`src/rtl/prd_pkg.sv`:
```
package prd_pkg;
  typedef enum logic [1:0] {
    REJ_NONE  = 2'd0,
    REJ_ODD   = 2'd1,
    REJ_EMPTY = 2'd2,
    REJ_LONG  = 2'd3
  } rej_e;

  typedef enum logic {
    ST_IDLE = 1'b0,
    ST_EMIT = 1'b1
  } st_e;
endpackage

```
`src/rtl/prd_plan.sv`:
```
// Pre-checks a request and counts the segments its byte range touches.
module prd_plan #(
  parameter int LEN_W       = 32,
  parameter int SEG_BITS    = 16,
  parameter int MAX_ENTRIES = 16,
  localparam int ENT_W      = $clog2(MAX_ENTRIES + 1)
) (
  input  logic                odd_i,
  input  logic [SEG_BITS-1:0] off_i,
  input  logic [LEN_W-1:0]    len_i,
  output prd_pkg::rej_e       rej_o,
  output logic [ENT_W-1:0]    n_entries_o
);
  localparam int SUM_W = LEN_W + 2;
  localparam logic [SUM_W-1:0] SEG_M1 = {{(SUM_W-SEG_BITS){1'b0}}, {SEG_BITS{1'b1}}};

  logic [SUM_W-1:0] span;
  logic [SUM_W-1:0] segs;

  always_comb begin
    span = {{(SUM_W-SEG_BITS){1'b0}}, off_i} + {2'b00, len_i} + SEG_M1;
    segs = span >> SEG_BITS;
    n_entries_o = ENT_W'(segs);
    if (odd_i)                          rej_o = prd_pkg::REJ_ODD;
    else if (len_i == '0)               rej_o = prd_pkg::REJ_EMPTY;
    else if (segs > SUM_W'(MAX_ENTRIES)) rej_o = prd_pkg::REJ_LONG;
    else                                rej_o = prd_pkg::REJ_NONE;
  end
endmodule

```
`src/rtl/prd_chunk.sv`:
```
// Size of the region starting at the current address.
module prd_chunk #(
  parameter int LEN_W    = 32,
  parameter int SEG_BITS = 16
) (
  input  logic [SEG_BITS-1:0] off_i,
  input  logic [LEN_W-1:0]    rem_i,
  output logic [SEG_BITS:0]   chunk_o,
  output logic                last_o
);
  logic [SEG_BITS:0] room;
  logic              rem_big;

  always_comb begin
    room    = {1'b1, {SEG_BITS{1'b0}}} - {1'b0, off_i};
    rem_big = rem_i > {{(LEN_W-SEG_BITS-1){1'b0}}, room};
    last_o  = !rem_big;
    chunk_o = rem_big ? room : rem_i[SEG_BITS:0];
  end
endmodule

```
`src/rtl/prd_ctrl.sv`:
```
// Request intake, walk state and refusal reporting.
module prd_ctrl #(
  parameter int ADDR_W      = 32,
  parameter int LEN_W       = 32,
  parameter int SEG_BITS    = 16,
  parameter int MAX_ENTRIES = 16,
  localparam int ENT_W      = $clog2(MAX_ENTRIES + 1)
) (
  input  logic               clk_i,
  input  logic               rst_ni,
  input  logic               req_valid_i,
  input  logic [ADDR_W-1:0]  req_addr_i,
  input  logic [LEN_W-1:0]   req_len_i,
  input  prd_pkg::rej_e      rej_i,
  input  logic [ENT_W-1:0]   n_entries_i,
  input  logic [SEG_BITS:0]  chunk_i,
  input  logic               last_i,
  input  logic               desc_ready_i,
  output logic               req_ready_o,
  output logic               busy_o,
  output logic [ADDR_W-1:0]  cur_addr_o,
  output logic [LEN_W-1:0]   rem_o,
  output logic [ENT_W-1:0]   total_o,
  output logic               err_o,
  output logic [1:0]         err_code_o
);
  prd_pkg::st_e      st_q;
  logic [ADDR_W-1:0] cur_q;
  logic [LEN_W-1:0]  rem_q;
  logic [ENT_W-1:0]  tot_q;
  logic              err_q;
  prd_pkg::rej_e     code_q;
  logic              accept;

  assign req_ready_o = (st_q == prd_pkg::ST_IDLE);
  assign busy_o      = (st_q == prd_pkg::ST_EMIT);
  assign accept      = req_valid_i && req_ready_o;

  always_ff @(posedge clk_i or negedge rst_ni) begin
    if (!rst_ni) begin
      st_q   <= prd_pkg::ST_IDLE;
      cur_q  <= '0;
      rem_q  <= '0;
      tot_q  <= '0;
      err_q  <= 1'b0;
      code_q <= prd_pkg::REJ_NONE;
    end else begin
      err_q <= 1'b0;
      case (st_q)
        prd_pkg::ST_IDLE: begin
          if (accept) begin
            if (rej_i != prd_pkg::REJ_NONE) begin
              err_q  <= 1'b1;
              code_q <= rej_i;
            end else begin
              st_q  <= prd_pkg::ST_EMIT;
              cur_q <= req_addr_i;
              rem_q <= req_len_i;
              tot_q <= n_entries_i;
            end
          end
        end
        default: begin
          if (desc_ready_i) begin
            cur_q <= cur_q + ADDR_W'(chunk_i);
            rem_q <= rem_q - LEN_W'(chunk_i);
            if (last_i) st_q <= prd_pkg::ST_IDLE;
          end
        end
      endcase
    end
  end

  assign cur_addr_o = cur_q;
  assign rem_o      = rem_q;
  assign total_o    = tot_q;
  assign err_o      = err_q;
  assign err_code_o = code_q;
endmodule

```
`src/rtl/prd_table_gen.sv`:
```
module prd_table_gen #(
  parameter int ADDR_W      = 32,
  parameter int LEN_W       = 32,
  parameter int SEG_BITS    = 16,
  parameter int MAX_ENTRIES = 16,
  localparam int ENT_W      = $clog2(MAX_ENTRIES + 1),
  localparam int CNT_W      = 32
) (
  input  logic              clk_i,
  input  logic              rst_ni,
  input  logic              req_valid_i,
  output logic              req_ready_o,
  input  logic [ADDR_W-1:0] req_addr_i,
  input  logic [LEN_W-1:0]  req_len_i,
  output logic              desc_valid_o,
  input  logic              desc_ready_i,
  output logic [ADDR_W-1:0] desc_addr_o,
  output logic [CNT_W-1:0]  desc_cnt_o,
  output logic              done_o,
  output logic [ENT_W-1:0]  done_count_o,
  output logic              err_o,
  output logic [1:0]        err_code_o
);
  prd_pkg::rej_e     rej;
  logic [ENT_W-1:0]  n_entries;
  logic [SEG_BITS:0] chunk;
  logic              last;
  logic              busy;
  logic [ADDR_W-1:0] cur_addr;
  logic [LEN_W-1:0]  rem;
  logic [ENT_W-1:0]  total;

  prd_plan #(
    .LEN_W(LEN_W), .SEG_BITS(SEG_BITS), .MAX_ENTRIES(MAX_ENTRIES)
  ) u_plan (
    .odd_i       (req_addr_i[0]),
    .off_i       (req_addr_i[SEG_BITS-1:0]),
    .len_i       (req_len_i),
    .rej_o       (rej),
    .n_entries_o (n_entries)
  );

  prd_chunk #(
    .LEN_W(LEN_W), .SEG_BITS(SEG_BITS)
  ) u_chunk (
    .off_i   (cur_addr[SEG_BITS-1:0]),
    .rem_i   (rem),
    .chunk_o (chunk),
    .last_o  (last)
  );

  prd_ctrl #(
    .ADDR_W(ADDR_W), .LEN_W(LEN_W), .SEG_BITS(SEG_BITS), .MAX_ENTRIES(MAX_ENTRIES)
  ) u_ctrl (
    .clk_i       (clk_i),
    .rst_ni      (rst_ni),
    .req_valid_i (req_valid_i),
    .req_addr_i  (req_addr_i),
    .req_len_i   (req_len_i),
    .rej_i       (rej),
    .n_entries_i (n_entries),
    .chunk_i     (chunk),
    .last_i      (last),
    .desc_ready_i(desc_ready_i),
    .req_ready_o (req_ready_o),
    .busy_o      (busy),
    .cur_addr_o  (cur_addr),
    .rem_o       (rem),
    .total_o     (total),
    .err_o       (err_o),
    .err_code_o  (err_code_o)
  );

  assign desc_valid_o = busy;
  assign desc_addr_o  = cur_addr;
  assign desc_cnt_o   = {last, {(CNT_W-SEG_BITS-2){1'b0}}, chunk};
  assign done_o       = busy && desc_ready_i && last;
  assign done_count_o = total;
endmodule

```
`config.mk`:
```
export PLATFORM = sky130hd
export DESIGN_NAME = prd_table_gen
export DESIGN_NICKNAME = d
export VERILOG_FILES = /design/src/rtl/prd_pkg.sv /design/src/rtl/prd_plan.sv /design/src/rtl/prd_chunk.sv /design/src/rtl/prd_ctrl.sv /design/src/rtl/prd_table_gen.sv
export SDC_FILE = /design/constraint.sdc
export NUM_CORES = 1
export LEC_CHECK = 0
export ABC_AREA = 1
export BUFFER_PORTS_ARGS = -buffer_cell sky130_fd_sc_hd__buf_2
export CAP_MARGIN = 20
export CORE_ASPECT_RATIO = 2
export CORE_MARGIN = 2
export CORE_UTILIZATION = 45
export CTS_BUF_LIST = sky130_fd_sc_hd__clkbuf_16
export CTS_CLUSTER_DIAMETER = 60
export DETAILED_ROUTE_END_ITERATION = 6
export PLACE_DENSITY_LB_ADDON = 0.05
export SYNTH_ARGS = -nofsm -noshare
export SYNTH_HDL_FRONTEND = slang
export SYNTH_SLANG_ARGS = --single-unit
```
`constraint.sdc`:
```
create_clock -name clk_i -period 15.96 [get_ports clk_i]
set_input_delay 3.99 -clock clk_i [delete_from_list [all_inputs] [get_ports clk_i]]
set_output_delay 3.99 -clock clk_i [all_outputs]
set_load 0.02 [all_outputs]
```
Yosys cells after proc, flatten, opt, wreduce, memory -nomap -nowiden
Index checks and enable logic that the tools add are counted.
{ "totals": {"ff_bits": 73, "in_bits": 68, "out_inout_bits": 75, "wordCells": 47} }
{ "op_classes": {"addsub": 5, "n_lt_le_gt_ge": 2, "eq_ne": 2, "muxes": 20, "bitwise": 2, "n_reduce_logical": 10} }
{ "op_table": {"columns": ["op", "n"], "rows": [
  ["32-bit two-way mux", 8],
  ["34-bit by 16-bit adder with 34-bit output, second input constant", 1],
  ["16-bit by 32-bit adder with 33-bit output", 1],
  ["32-bit by 17-bit adder with 32-bit output", 1],
  ["32-bit by 17-bit greater-than comparator with 1-bit output", 1],
  ["32-bit logical NOT", 1],
  ["32-bit by 17-bit subtractor with 32-bit output", 1],
  ["18-bit by 5-bit greater-than comparator with 1-bit output, second input constant", 1],
  ["17-bit two-way mux", 1],
  ["17-bit by 16-bit subtractor with 17-bit output, first input constant", 1],
  ["3-bit AND reduction", 3],
  ["1-bit two-way mux", 8],
  ["2-bit two-way mux", 3],
  ["2-bit nonzero test", 2],
  ["1-bit logical AND", 3],
  ["2-bit by 1-bit inequality test with 1-bit output, second input constant", 1],
  ["2-bit inequality test, second input constant", 1],
  ["1-bit inverter", 2],
  ["1-bit logical NOT", 1]
]} }

Logic depth before layout (Yosys ltp)
Gate-level depths: netlist of the first run.
{ "logic_depth": {"ltp_word": 10, "depth_mapped": 45, "mapped_depth_nobuf": 44} }

By module
A second synthesis of the first run with hierarchy kept.
{ "unflattened": {"cells_unflattened": 1821, "hier_area_um2": 10249.8} }
{ "modules_own_cells": {"columns": ["mod", "n_inst", "cells_per_inst", "area_per_inst_um2", "seq_area_each_um2"], "rows": [
  ["prd_ctrl", 1, 1135, 6826.5, 1826.8],
  ["prd_plan", 1, 456, 2137.0, 0.0],
  ["prd_chunk", 1, 211, 1156.1, 0.0],
  ["prd_table_gen", 1, 19, 130.1, 0.0]
]} }

Least setup slack after synthesis of the first run
No wires, ideal clock.
{ "synth_timing": {"path_type": "in2out", "from": "input desc_ready_i", "to": "output done_o", "arrival_ps": 4786, "required_time_ps": 11970, "setup_slack_ps": 7184, "cell_stages": 4, "path_buffers": 2, "cell_sequence": "nand2_1 -> clkbuf_1 -> clkbuf_1 -> nor2_1"} }
{ "synth_via": {"elab_chain_len": 2} }
{ "synth_lines": {"columns": ["item", "line_no", "source"], "rows": [
  ["from (decl)", "prd_table_gen.sv:16", "input logic desc_ready_i,"],
  ["1-bit logical AND (2 in a row)", "prd_table_gen.sv:77", "assign done_o = busy && desc_ready_i && last;"],
  ["to (decl)", "prd_table_gen.sv:19", "output logic done_o,"]
]} }
No other way between the ends.

Worst setup path in the final report of the first run
{ "layout_timing": {"from": "input req_addr_i[0]", "to": "register u_ctrl.cur_q[4] (netlist: u_ctrl.cur_addr_o[4])"} }
{ "layout_via": {"elab_chain_len": 9} }
{ "layout_lines": {"columns": ["item", "line_no", "source"], "rows": [
  ["from (decl)", "prd_table_gen.sv:13", "input logic [ADDR_W-1:0] req_addr_i,"],
  ["16-bit by 32-bit adder with 33-bit output", "prd_plan.sv:21", "span = {{(SUM_W-SEG_BITS){1'b0}}, off_i} + {2'b00, len_i} + SEG_M1;"],
  ["34-bit by 16-bit adder with 34-bit output", "prd_plan.sv:21", null],
  ["18-bit by 5-bit greater-than comparator with 1-bit output", "prd_plan.sv:26", "else if (segs > SUM_W'(MAX_ENTRIES)) rej_o = prd_pkg::REJ_LONG;"],
  ["2-bit two-way mux", "prd_plan.sv:26", null],
  ["2-bit two-way mux", "prd_plan.sv:25", "else if (len_i == '0) rej_o = prd_pkg::REJ_EMPTY;"],
  ["2-bit two-way mux *", "prd_plan.sv:24", "if (odd_i) rej_o = prd_pkg::REJ_ODD;"],
  ["2-bit nonzero test *", "prd_ctrl.sv:52", "if (rej_i != prd_pkg::REJ_NONE) begin"],
  ["2-bit by 1-bit inequality test with 1-bit output (no source line) *", null, null],
  ["3-bit AND reduction (no source line) *", null, null],
  ["to (signal assigned)", "prd_ctrl.sv:57", "cur_q <= req_addr_i;"],
  ["to (signal assigned)", "prd_ctrl.sv:65", "cur_q <= cur_q + ADDR_W'(chunk_i);"],
  ["to (decl)", "prd_ctrl.sv:28", "logic [ADDR_W-1:0] cur_q;"]
]} }
Mark *: on every way between the ends. The rest lies on a longest branch, timed or not.
A chain may end at the register's enable or synchronous reset.

==> results of run 1 <==
flip-flops by register name, indices dropped and copies added (netlist names):
name and flops:
u_ctrl.busy_o 1, u_ctrl.cur_addr_o 32, u_ctrl.err_code_o 2, u_ctrl.err_o 1
u_ctrl.rem_o 32, u_ctrl.total_o 5
worst max-delay path: cells and delay by family:
| family | cells | cell delay [ps] |
|---|---|---|
| and+or+nand+nor | 19 | 2490 |
| buffers and inverters | 7 | 1710 |
| adders and majority gates | 2 | 630 |
power by group:
group / leakage [uW] / internal [uW] / total (uW) / switching, uW
clock: 0.000139 / 121 / 212 / 91.1
sequential: 0.00100 / 192 / 202 / 10.2
combinational: 0.00515 / 143 / 438 / 295
layout by cell type (no fill, tap or decap), types with 11 or more instances in the layout:
cell,Yosys,layout
inv_1,199,199
xor2_1,18,18
nand4_1,35,35
dfrtp_1,73,73
xnor2_1,13,13
inv_2,14,15
nor4_1,16,16
o21ai_0,91,91
ha_1,68,68
nor2_1,128,128
nand2_2,10,11
nor3_1,18,18
conb_1,1,14
nand3_1,182,182
nand2_1,656,655
nor2_2,11,11
a21oi_1,75,75
buf_2,1,127
metrics by stage:
stage,utilization (%),instance area (sq um),instances,worst slack [ps]
finish,50.6,10800,2101,7310
detailed placement,49.1,10500,2084,6970
global route,50.6,10800,2101,6850
CTS,50.5,10800,2100,6740
global placement,49.1,10500,2084,7070
floorplan,-,9790,1729,7180
area by class of cell:
| class | count | area [sq um] | area share, % |
|---|---|---|---|
| Clock buffer | 9 | 225 | 2.08 |
| Tap cell | 273 | 342 | 3.16 |
| Inverter | 220 | 826 | 7.63 |
| Clock inverter | 7 | 71.3 | 0.659 |
| Sequential cell | 73 | 1830 | 16.9 |
| Timing Repair Buffer | 137 | 731 | 6.75 |
| Multi-Input combinational cell | 1382 | 6800 | 62.9 |
worst max-delay path by stage:
stage / slack [ps] / cells past startpoint / end / startpoint
floorplan: 7180 / 4 / done_o / desc_ready_i
global placement: 7070 / 26 / u_ctrl.rem_o[19]$_DFFE_PN0P_ / req_addr_i[0]
detailed placement: 6970 / 28 / u_ctrl.cur_addr_o[4]$_DFFE_PN0P_ / req_addr_i[0]
CTS: 6740 / 19 / desc_cnt_o[0] / u_ctrl.cur_addr_o[0]$_DFFE_PN0P_
global route: 6850 / 28 / u_ctrl.cur_addr_o[26]$_DFFE_PN0P_ / req_addr_i[0]
finish: 7310 / 28 / u_ctrl.cur_addr_o[4]$_DFFE_PN0P_ / req_addr_i[0]
logic make-up (layout without fill, tap and decap cells):
group | Yosys count | after routing
compound gates | 190 | 190
xor+xnor | 31 | 31
flops | 73 | 73
simple gates | 1076 | 1076
buf+inv | 274 | 373
other cells | 1 | 14
fa+ha+maj | 71 | 71
per-layer routing:
metal / track usage [%] / share of wire [%] / up-vias
met2: 60.7 / 55 / 314
li1: - / - / 5705
met4: 17.6 / 6.0 / 0
met1: 31.6 / 35 / 5125
met5: 0 / 0 / -
met3: 3.22 / 3.6 / 104
==> impl_metrics.py, run 1 <==
metrics = {
    "final_layout": {
        "n_fill_cell": 2406,
        "drive_above_1_share_pct": 11.2,
        "nets": 1962,
        "syn_to_final_growth_pct": 11.1,
        "antennaDiodeCount": 0,
    },
    "power": {
        "p_leak_uw": 0.00629,
        "vdd_drop_max_uv": 66.1,
        "p_per_area_mw_per_mm2": 78.7,
        "total_power_uw": 852,
    },
    "timing": {
        "tightest_slew_ps": 1060,
        "rsz0062_at_grt": "no",
        "finalClockSkew_ps": 10.4,
        "hold_ws_ps": 491,
        "maxSlewHeadroom_pct": 28.8,
        "setup_viol": 0,
        "post-route-period-util_pct": 54.2,
        "tns_ps": 0,
        "hold_violations": 0,
        "fin_crit_ps": 8650,
        "slew_viol_final": 0,
        "clock.fmax_ghz": 0.116,
    },
    "clock_tree": {
        "clk_pin_slew_ps": 60,
        "clockBufferDepth": 2,
        "clock_latency_ps": 360,
        "cts_sinks": 73,
        "numCtsBuffers": 9,
        "hold_buffers": 0,
        "htreeDepth": 3,
        "cts_root_buf": "clkbuf_16",
        "cts.repair.resized": 0,
        "postCtsSetupBuffers": 0,
        "cts_tree": "yes",
    },
    "synthesis": {
        "synthArstFlopShare_pct": 100,
        "synth_fa_ha_area_share_pct": 9.35,
        "synth_area_sq_mm": 0.00974,
        "synth_compound_area_share_pct": 10.4,
        "synthFlopType": "dfrtp_1",
        "yosysUniqueCellTypes": 46,
        "synth_xor_area_share_pct": 2.79,
        "synth_area_leader_cell": "nand2_1",
        "yosysMostFrequentCell": "nand2_1",
        "ys_seq_elements": 73,
        "synth_common_cells": "656 x nand2_1, 199 x inv_1, 182 x nand3_1, 128 x nor2_1, 91 x o21ai_0",
        "synth_simple_gate_area_share_pct": 46.8,
        "synth-edff-count": 0,
        "post_synth.cell_area_avg_sq_um": 5.68,
        "synthMuxAreaShare_pct": 0,
        "yosysWarnings": 0,
        "yosys-top-cells-area": "nand2_1 25%, dfrtp_1 19%, nand3_1 9.4%, ha_1 8.7%, inv_1 7.7%",
        "synth_top_family_by_area": "simple AND/OR/NAND/NOR gates",
        "synth_top_area_share_pct": 25.3,
        "synth_cells": 1716,
        "yosysSeqAreaShare_pct": 18.8,
    },
    "floorplan": {
        "core_sq_mm": 0.0214,
        "initial_core_util_pct": 45.5,
        "ios": 143,
        "die-area_sq_mm": 0.0229,
        "dieWidth_um": 108,
        "die_h_um": 212,
        "num_rows": 76,
    },
    "drt": {
        "via_per_inst": 5.35,
        "drtAntennaViolNets": 0,
        "vias": 11200,
        "drc": 0,
        "dr.pass1.iters": 5,
        "drt-initial-drc-count": 622,
        "wl_um": 35400,
        "wire_per_inst_um": 16.8,
    },
    "critical_path": {
        "cp_slowest_cell": "buf_4",
        "required_ps": 16210,
        "reg2reg_depth": 36,
        "crit_arrival_ps": 8900,
        "cp-end-kind": "flip-flop",
        "cp_max_fo": 75,
        "r2r_end": "u_ctrl.cur_addr_o[18]$_DFFE_PN0P_",
        "worstSetupPathType": "input pin to flip-flop",
        "r2r_start": "u_ctrl.cur_addr_o[1]$_DFFE_PN0P_",
        "cp_slowest_stage_delay_ps": 670,
        "reg2reg_slack_ps": 8710,
        "start_kind": "input pin",
        "timing.critical_path.mode_cell": "nand2_1",
    },
    "grt": {
        "grtUsageTotal_pct": 31.4,
        "grt_pass1_wl_um": 55000,
        "grt_pass1_vias": 10700,
        "antenna_found_initial": 0,
        "grt_max_degree": 76,
        "grt.overflow.total": 0,
    },
    "min_path": {
        "hp-class": "flip-flop to flip-flop",
        "whs_path_depth": 2,
        "hold_path_startpoint": "u_ctrl.err_code_o[0]$_DFFE_PN0P_",
        "min_to": "u_ctrl.err_code_o[0]$_DFFE_PN0P_",
    },
    "place": {
        "dp_hpwl_um": 28300,
        "gp_congestion": 0.972,
        "portBuffers": 128,
    },
    "job": {
        "maxCapViolCount": 0,
    },
    "outcome": {
        "outcome": "finished, final reports clean",
    },
}
Note: power is estimated with default switching activity, not from simulation.
==> run 2, diff against run 1 <==
==> constraint.sdc (replaced) <==
create_clock -name clk_i -period 7.3 [get_ports clk_i]
set_input_delay 1.825 -clock clk_i [delete_from_list [all_inputs] [get_ports clk_i]]
set_output_delay 1.825 -clock clk_i [all_outputs]
set_load 0.02 [all_outputs]
==> impl_metrics.py, run 2 (synthesis results as in run 1) <==
metrics = {
    "final_layout": {
        "n_fill_cell": 2388,
        "multi_input_area_sq_mm": 0.00681,
        "drive_above_1_share_pct": 11.5,
        "antennaDiodeCount": 0,
        "mostFrequentLayoutCells": "654 x nand2_1, 200 x inv_1, 182 x nand3_1",
        "syn_to_final_growth_pct": 11.2,
        "final_common_cell": "nand2_1",
        "register_area_sq_mm": 0.00183,
        "nets": 1966,
        "fin_area_sq_mm": 0.0108,
    },
    "clock_tree": {
        "clockBufferDepth": 2,
        "clock_latency_ps": 360,
        "cts.repair.resized": 0,
        "clk_pin_slew_ps": 70,
        "cts_root_buf": "clkbuf_16",
        "numCtsBuffers": 9,
        "cts_sinks": 73,
        "postCtsSetupBuffers": 0,
        "hold_buffers": 0,
        "cts_tree": "yes",
        "htreeDepth": 3,
    },
    "timing": {
        "tns_ps": 0,
        "hold_ws_ps": 486,
        "slew_viol_final": 0,
        "clock.fmax_ghz": 0.153,
        "setup_viol": 0,
        "tightest_slew_ps": 848,
        "finalClockSkew_ps": 7.76,
        "fin_crit_ps": 6550,
        "maxSlewHeadroom_pct": 42.9,
        "rsz0062_at_grt": "no",
        "hold_violations": 0,
        "post-route-period-util_pct": 89.7,
    },
    "critical_path": {
        "worstSetupPathType": "flip-flop to flip-flop",
        "cp_slowest_stage_delay_ps": 460,
        "crit_arrival_ps": 6800,
        "timing.critical_path.mode_cell": "nand2_1",
        "cp_max_fo": 20,
        "cp_slowest_cell": "o21ai_0",
        "cp-end-kind": "flip-flop",
        "start_kind": "flip-flop",
        "required_ps": 7550,
    },
    "floorplan": {
        "num_rows": 76,
        "initial_core_util_pct": 45.5,
        "core_sq_mm": 0.0214,
        "die-area_sq_mm": 0.0229,
        "dieWidth_um": 108,
        "ios": 143,
        "die_h_um": 212,
    },
    "job": {
        "maxCapViolCount": 0,
    },
    "grt": {
        "grt.overflow.total": 0,
        "grt_use_met3_pct": 2.45,
        "busiest_layer": "met2",
        "grt_use_met2_pct": 60.5,
        "antenna_found_initial": 0,
        "grt_pass1_wl_um": 55600,
        "grt_max_degree": 65,
        "gr-usage-met1_pct": 31.2,
        "grtUsageTotal_pct": 31.4,
        "grt_pass1_vias": 11000,
    },
    "drt": {
        "wire_per_inst_um": 16.8,
        "vias": 11400,
        "drc": 0,
        "drtAntennaViolNets": 0,
        "dr.pass1.iters": 5,
        "drt-initial-drc-count": 716,
        "wl_um": 35500,
        "via_per_inst": 5.41,
    },
    "min_path": {
        "hp-class": "flip-flop to flip-flop",
    },
    "place": {
        "dpl_cell_area_sq_mm": 0.0106,
        "gp_congestion": 0.958,
        "dp_hpwl_um": 28700,
        "portBuffers": 128,
    },
    "outcome": {
        "outcome": "finished, final reports clean",
    },
    "power": {
        "p_leak_uw": 0.00630,
        "vdd_drop_max_uv": 132,
        "p_per_area_mw_per_mm2": 169,
    },
}
==> run 2: changes by cell type in the layout (fill, tap and decap cells not counted), sizes merged <==
cell | before | now
inv | 214 | 215
clkinv | 10 | 9
buf | 137 | 141
bufinv | 1 | 0
clkinvlp | 2 | 3
==> run 2: critical path: cells and delay by family, from the launching register on <==
family / cells / cell delay [ps]
adder cells (fa/ha/maj): 3 / 830
buffers and inverters: 7 / 1030
flip-flops: 1 / 420
AO/OA/AOI/OAI: 8 / 1930
AND/OR/NAND/NOR: 17 / 2260
==> run 2: final timing paths <==
path,endpoint,startpoint,cells past startpoint,slack (ps)
setup reg to reg,u_ctrl.cur_addr_o[18]$_DFFE_PN0P_,u_ctrl.cur_addr_o[0]$_DFFE_PN0P_,35,750
max in group asynchronous,u_ctrl.total_o[1]$_DFFE_PN0P_,rst_ni,2,4870
min in group asynchronous,u_ctrl.cur_addr_o[7]$_DFFE_PN0P_,rst_ni,1,1350
hold reg to reg,u_ctrl.total_o[3]$_DFFE_PN0P_,u_ctrl.total_o[3]$_DFFE_PN0P_,2,490
hold / removal,u_ctrl.total_o[3]$_DFFE_PN0P_,u_ctrl.total_o[3]$_DFFE_PN0P_,2,490
setup / recovery,u_ctrl.cur_addr_o[18]$_DFFE_PN0P_,u_ctrl.cur_addr_o[0]$_DFFE_PN0P_,35,750
==> run 2: metrics by stage <==
step | instances | setup WS, ps | util (%) | total power, uW
after detailed placement | 2089 | 477 | 49.3 | 1400
final | 2105 | 749 | 50.6 | 1830
after global routing | 2105 | 24.3 | 50.6 | 1980
after CTS | 2105 | 465 | 50.6 | 1840
after global placement | 2089 | 664 | 49.3 | 1390
after floorplan | 1729 | 1340 | - | 1130
==> run 2: layout make-up <==
cell class / count / share of cell area, %
inverters: 220 / 7.62
clock buffers: 9 / 2.08
well taps: 273 / 3.15
repair buffers: 141 / 6.95
flip-flops and latches: 73 / 16.9
multi-input cells: 1382 / 62.9
clock inverters: 7 / 0.450
==> run 2: layer usage <==
layer / vias to the layer above / wire length [um] / part of all wire [%]
met5: - / 0 / 0
met1: 5264 / 12500 / 35
met3: 107 / 1190 / 3.4
li1: 5725 / - / -
met2: 295 / 19300 / 54
met4: 0 / 2490 / 7.0
==> run 2: power breakdown <==
group | switching [uW] | internal [uW] | total (uW)
Clock | 204 | 230 | 433
Combinational | 643 | 316 | 959
Sequential | 22.4 | 420 | 442
==> run 3, diff against run 2 <==
==> constraint.sdc (replaced) <==
create_clock -name clk_i -period 8 [get_ports clk_i]
set_input_delay 2 -clock clk_i [delete_from_list [all_inputs] [get_ports clk_i]]
set_output_delay 2 -clock clk_i [all_outputs]
set_load 0.02 [all_outputs]
==> impl_metrics.py, run 3 (synthesis results as in run 1) <==
metrics = {
    "outcome": {
        "outcome": "finished, final reports clean",
    },
    "critical_path": {
        "cp_slowest_cell": "o21ai_0",
        "start_kind": "flip-flop",
        "cp_max_fo": 17,
        "worstSetupPathType": "flip-flop to flip-flop",
        "cp-end-kind": "flip-flop",
        "required_ps": 8250,
        "cp_slowest_stage_delay_ps": 590,
        "timing.critical_path.mode_cell": "nand2_1",
        "crit_arrival_ps": 7110,
    },
    "timing": {
        "hold_violations": 0,
        "fin_crit_ps": 6850,
        "post-route-period-util_pct": 85.7,
        "slew_viol_final": 0,
        "clock.fmax_ghz": 0.146,
        "setup_viol": 0,
        "maxSlewHeadroom_pct": 35.4,
        "rsz0062_at_grt": "no",
        "tns_ps": 0,
        "finalClockSkew_ps": 11.4,
        "tightest_slew_ps": 960,
    },
    "drt": {
        "via_per_inst": 5.38,
        "vias": 11300,
        "drt-initial-drc-count": 721,
        "wl_um": 34900,
        "dr.pass1.iters": 7,
        "drc": 0,
        "drtAntennaViolNets": 0,
        "wire_per_inst_um": 16.6,
    },
    "final_layout": {
        "fin_area_sq_mm": 0.0109,
        "multi_input_area_sq_mm": 0.00680,
        "n_fill_cell": 2413,
        "nets": 1963,
        "final_common_cell": "nand2_1",
        "mostFrequentLayoutCells": "655 x nand2_1, 199 x inv_1, 182 x nand3_1",
        "drive_above_1_share_pct": 11.2,
        "fin_util_pct": 50.7,
        "register_area_sq_mm": 0.00183,
        "syn_to_final_growth_pct": 11.5,
        "antennaDiodeCount": 0,
    },
    "clock_tree": {
        "clk_pin_slew_ps": 60,
        "clockBufferDepth": 2,
        "numCtsBuffers": 9,
        "hold_buffers": 0,
        "cts_root_buf": "clkbuf_16",
        "htreeDepth": 3,
        "cts_tree": "yes",
        "cts.repair.resized": 0,
        "postCtsSetupBuffers": 0,
        "clock_latency_ps": 370,
        "cts_sinks": 73,
    },
    "place": {
        "gp_congestion": 0.954,
        "dp_hpwl_um": 28200,
        "portBuffers": 128,
        "dpl_cell_area_sq_mm": 0.0105,
    },
    "floorplan": {
        "num_rows": 76,
        "ios": 143,
        "initial_core_util_pct": 45.5,
        "dieWidth_um": 108,
        "core_sq_mm": 0.0214,
        "die-area_sq_mm": 0.0229,
        "die_h_um": 212,
    },
    "grt": {
        "grtUsageTotal_pct": 31.0,
        "grt_max_degree": 65,
        "grt_pass1_wl_um": 55000,
        "grt_pass1_vias": 11100,
        "grt.overflow.total": 0,
        "antenna_found_initial": 0,
    },
    "power": {
        "p_per_area_mw_per_mm2": 162,
        "p_leak_uw": 0.00632,
        "vdd_drop_max_uv": 192,
        "total_power_uw": 1760,
    },
    "job": {
        "maxCapViolCount": 0,
    },
    "min_path": {
        "hp-class": "flip-flop to flip-flop",
    },
}
run 3: path summary, 6_finish.rpt:
path | slack (ps) | cells past startpoint | from | end
worst max-delay path | 1150 | 33 | u_ctrl.cur_addr_o[0]$_DFFE_PN0P_ | u_ctrl.cur_addr_o[18]$_DFFE_PN0P_
worst min-delay path | 470 | 2 | u_ctrl.err_code_o[0]$_DFFE_PN0P_ | u_ctrl.err_code_o[0]$_DFFE_PN0P_
worst max register to register | 1150 | 33 | u_ctrl.cur_addr_o[0]$_DFFE_PN0P_ | u_ctrl.cur_addr_o[18]$_DFFE_PN0P_
worst min register to register | 470 | 2 | u_ctrl.err_code_o[0]$_DFFE_PN0P_ | u_ctrl.err_code_o[0]$_DFFE_PN0P_
max in group asynchronous | 5420 | 2 | rst_ni | u_ctrl.rem_o[26]$_DFFE_PN0P_
min in group asynchronous | 1520 | 1 | rst_ni | u_ctrl.cur_addr_o[6]$_DFFE_PN0P_
run 3: cell type report:
class / instances / share of cell area [%]
Multi-Input combinational cell: 1382 / 62.7
Tap cell: 273 / 3.15
Clock buffer: 9 / 2.07
Inverter: 220 / 7.61
Timing Repair Buffer: 138 / 6.61
Clock inverter: 7 / 1.07
Sequential cell: 73 / 16.8
run 3: per-stage QoR:
| stage | cells | worst slack, ps | hold slack [ps] |
|---|---|---|---|
| 3_5_place_dp | 2086 | 1200 | 461 |
| 2_1_floorplan | 1729 | 2040 | 497 |
| 6_report | 2102 | 1150 | 468 |
| 4_1_cts | 2102 | 1130 | 476 |
| 3_3_place_gp | 2086 | 1310 | 462 |
| 5_1_grt | 2102 | 240 | 512 |
run 3: worst max-delay path, delay by kind of cell (launching register included):
family	cells	cell delay, ps
compound gates	7	1950
fa+ha+maj	3	830
buf+inv	5	600
flops	1	430
simple gates	18	2920
run 3: per-layer routing:
metal  GRT usage, %  part of all wire (%)  vias up
met1           30.2                    35     5139
li1               -                     -     5718
met4           20.6                   7.4        0
met5              0                     0        -
met3           3.53                   3.7      119
met2           59.4                    54      323
run 3: power by group:
group / internal, uW / switching [uW]
Clock: 305 / 183
Combinational: 284 / 581
Sequential: 383 / 20.3
Total: 972 / 784
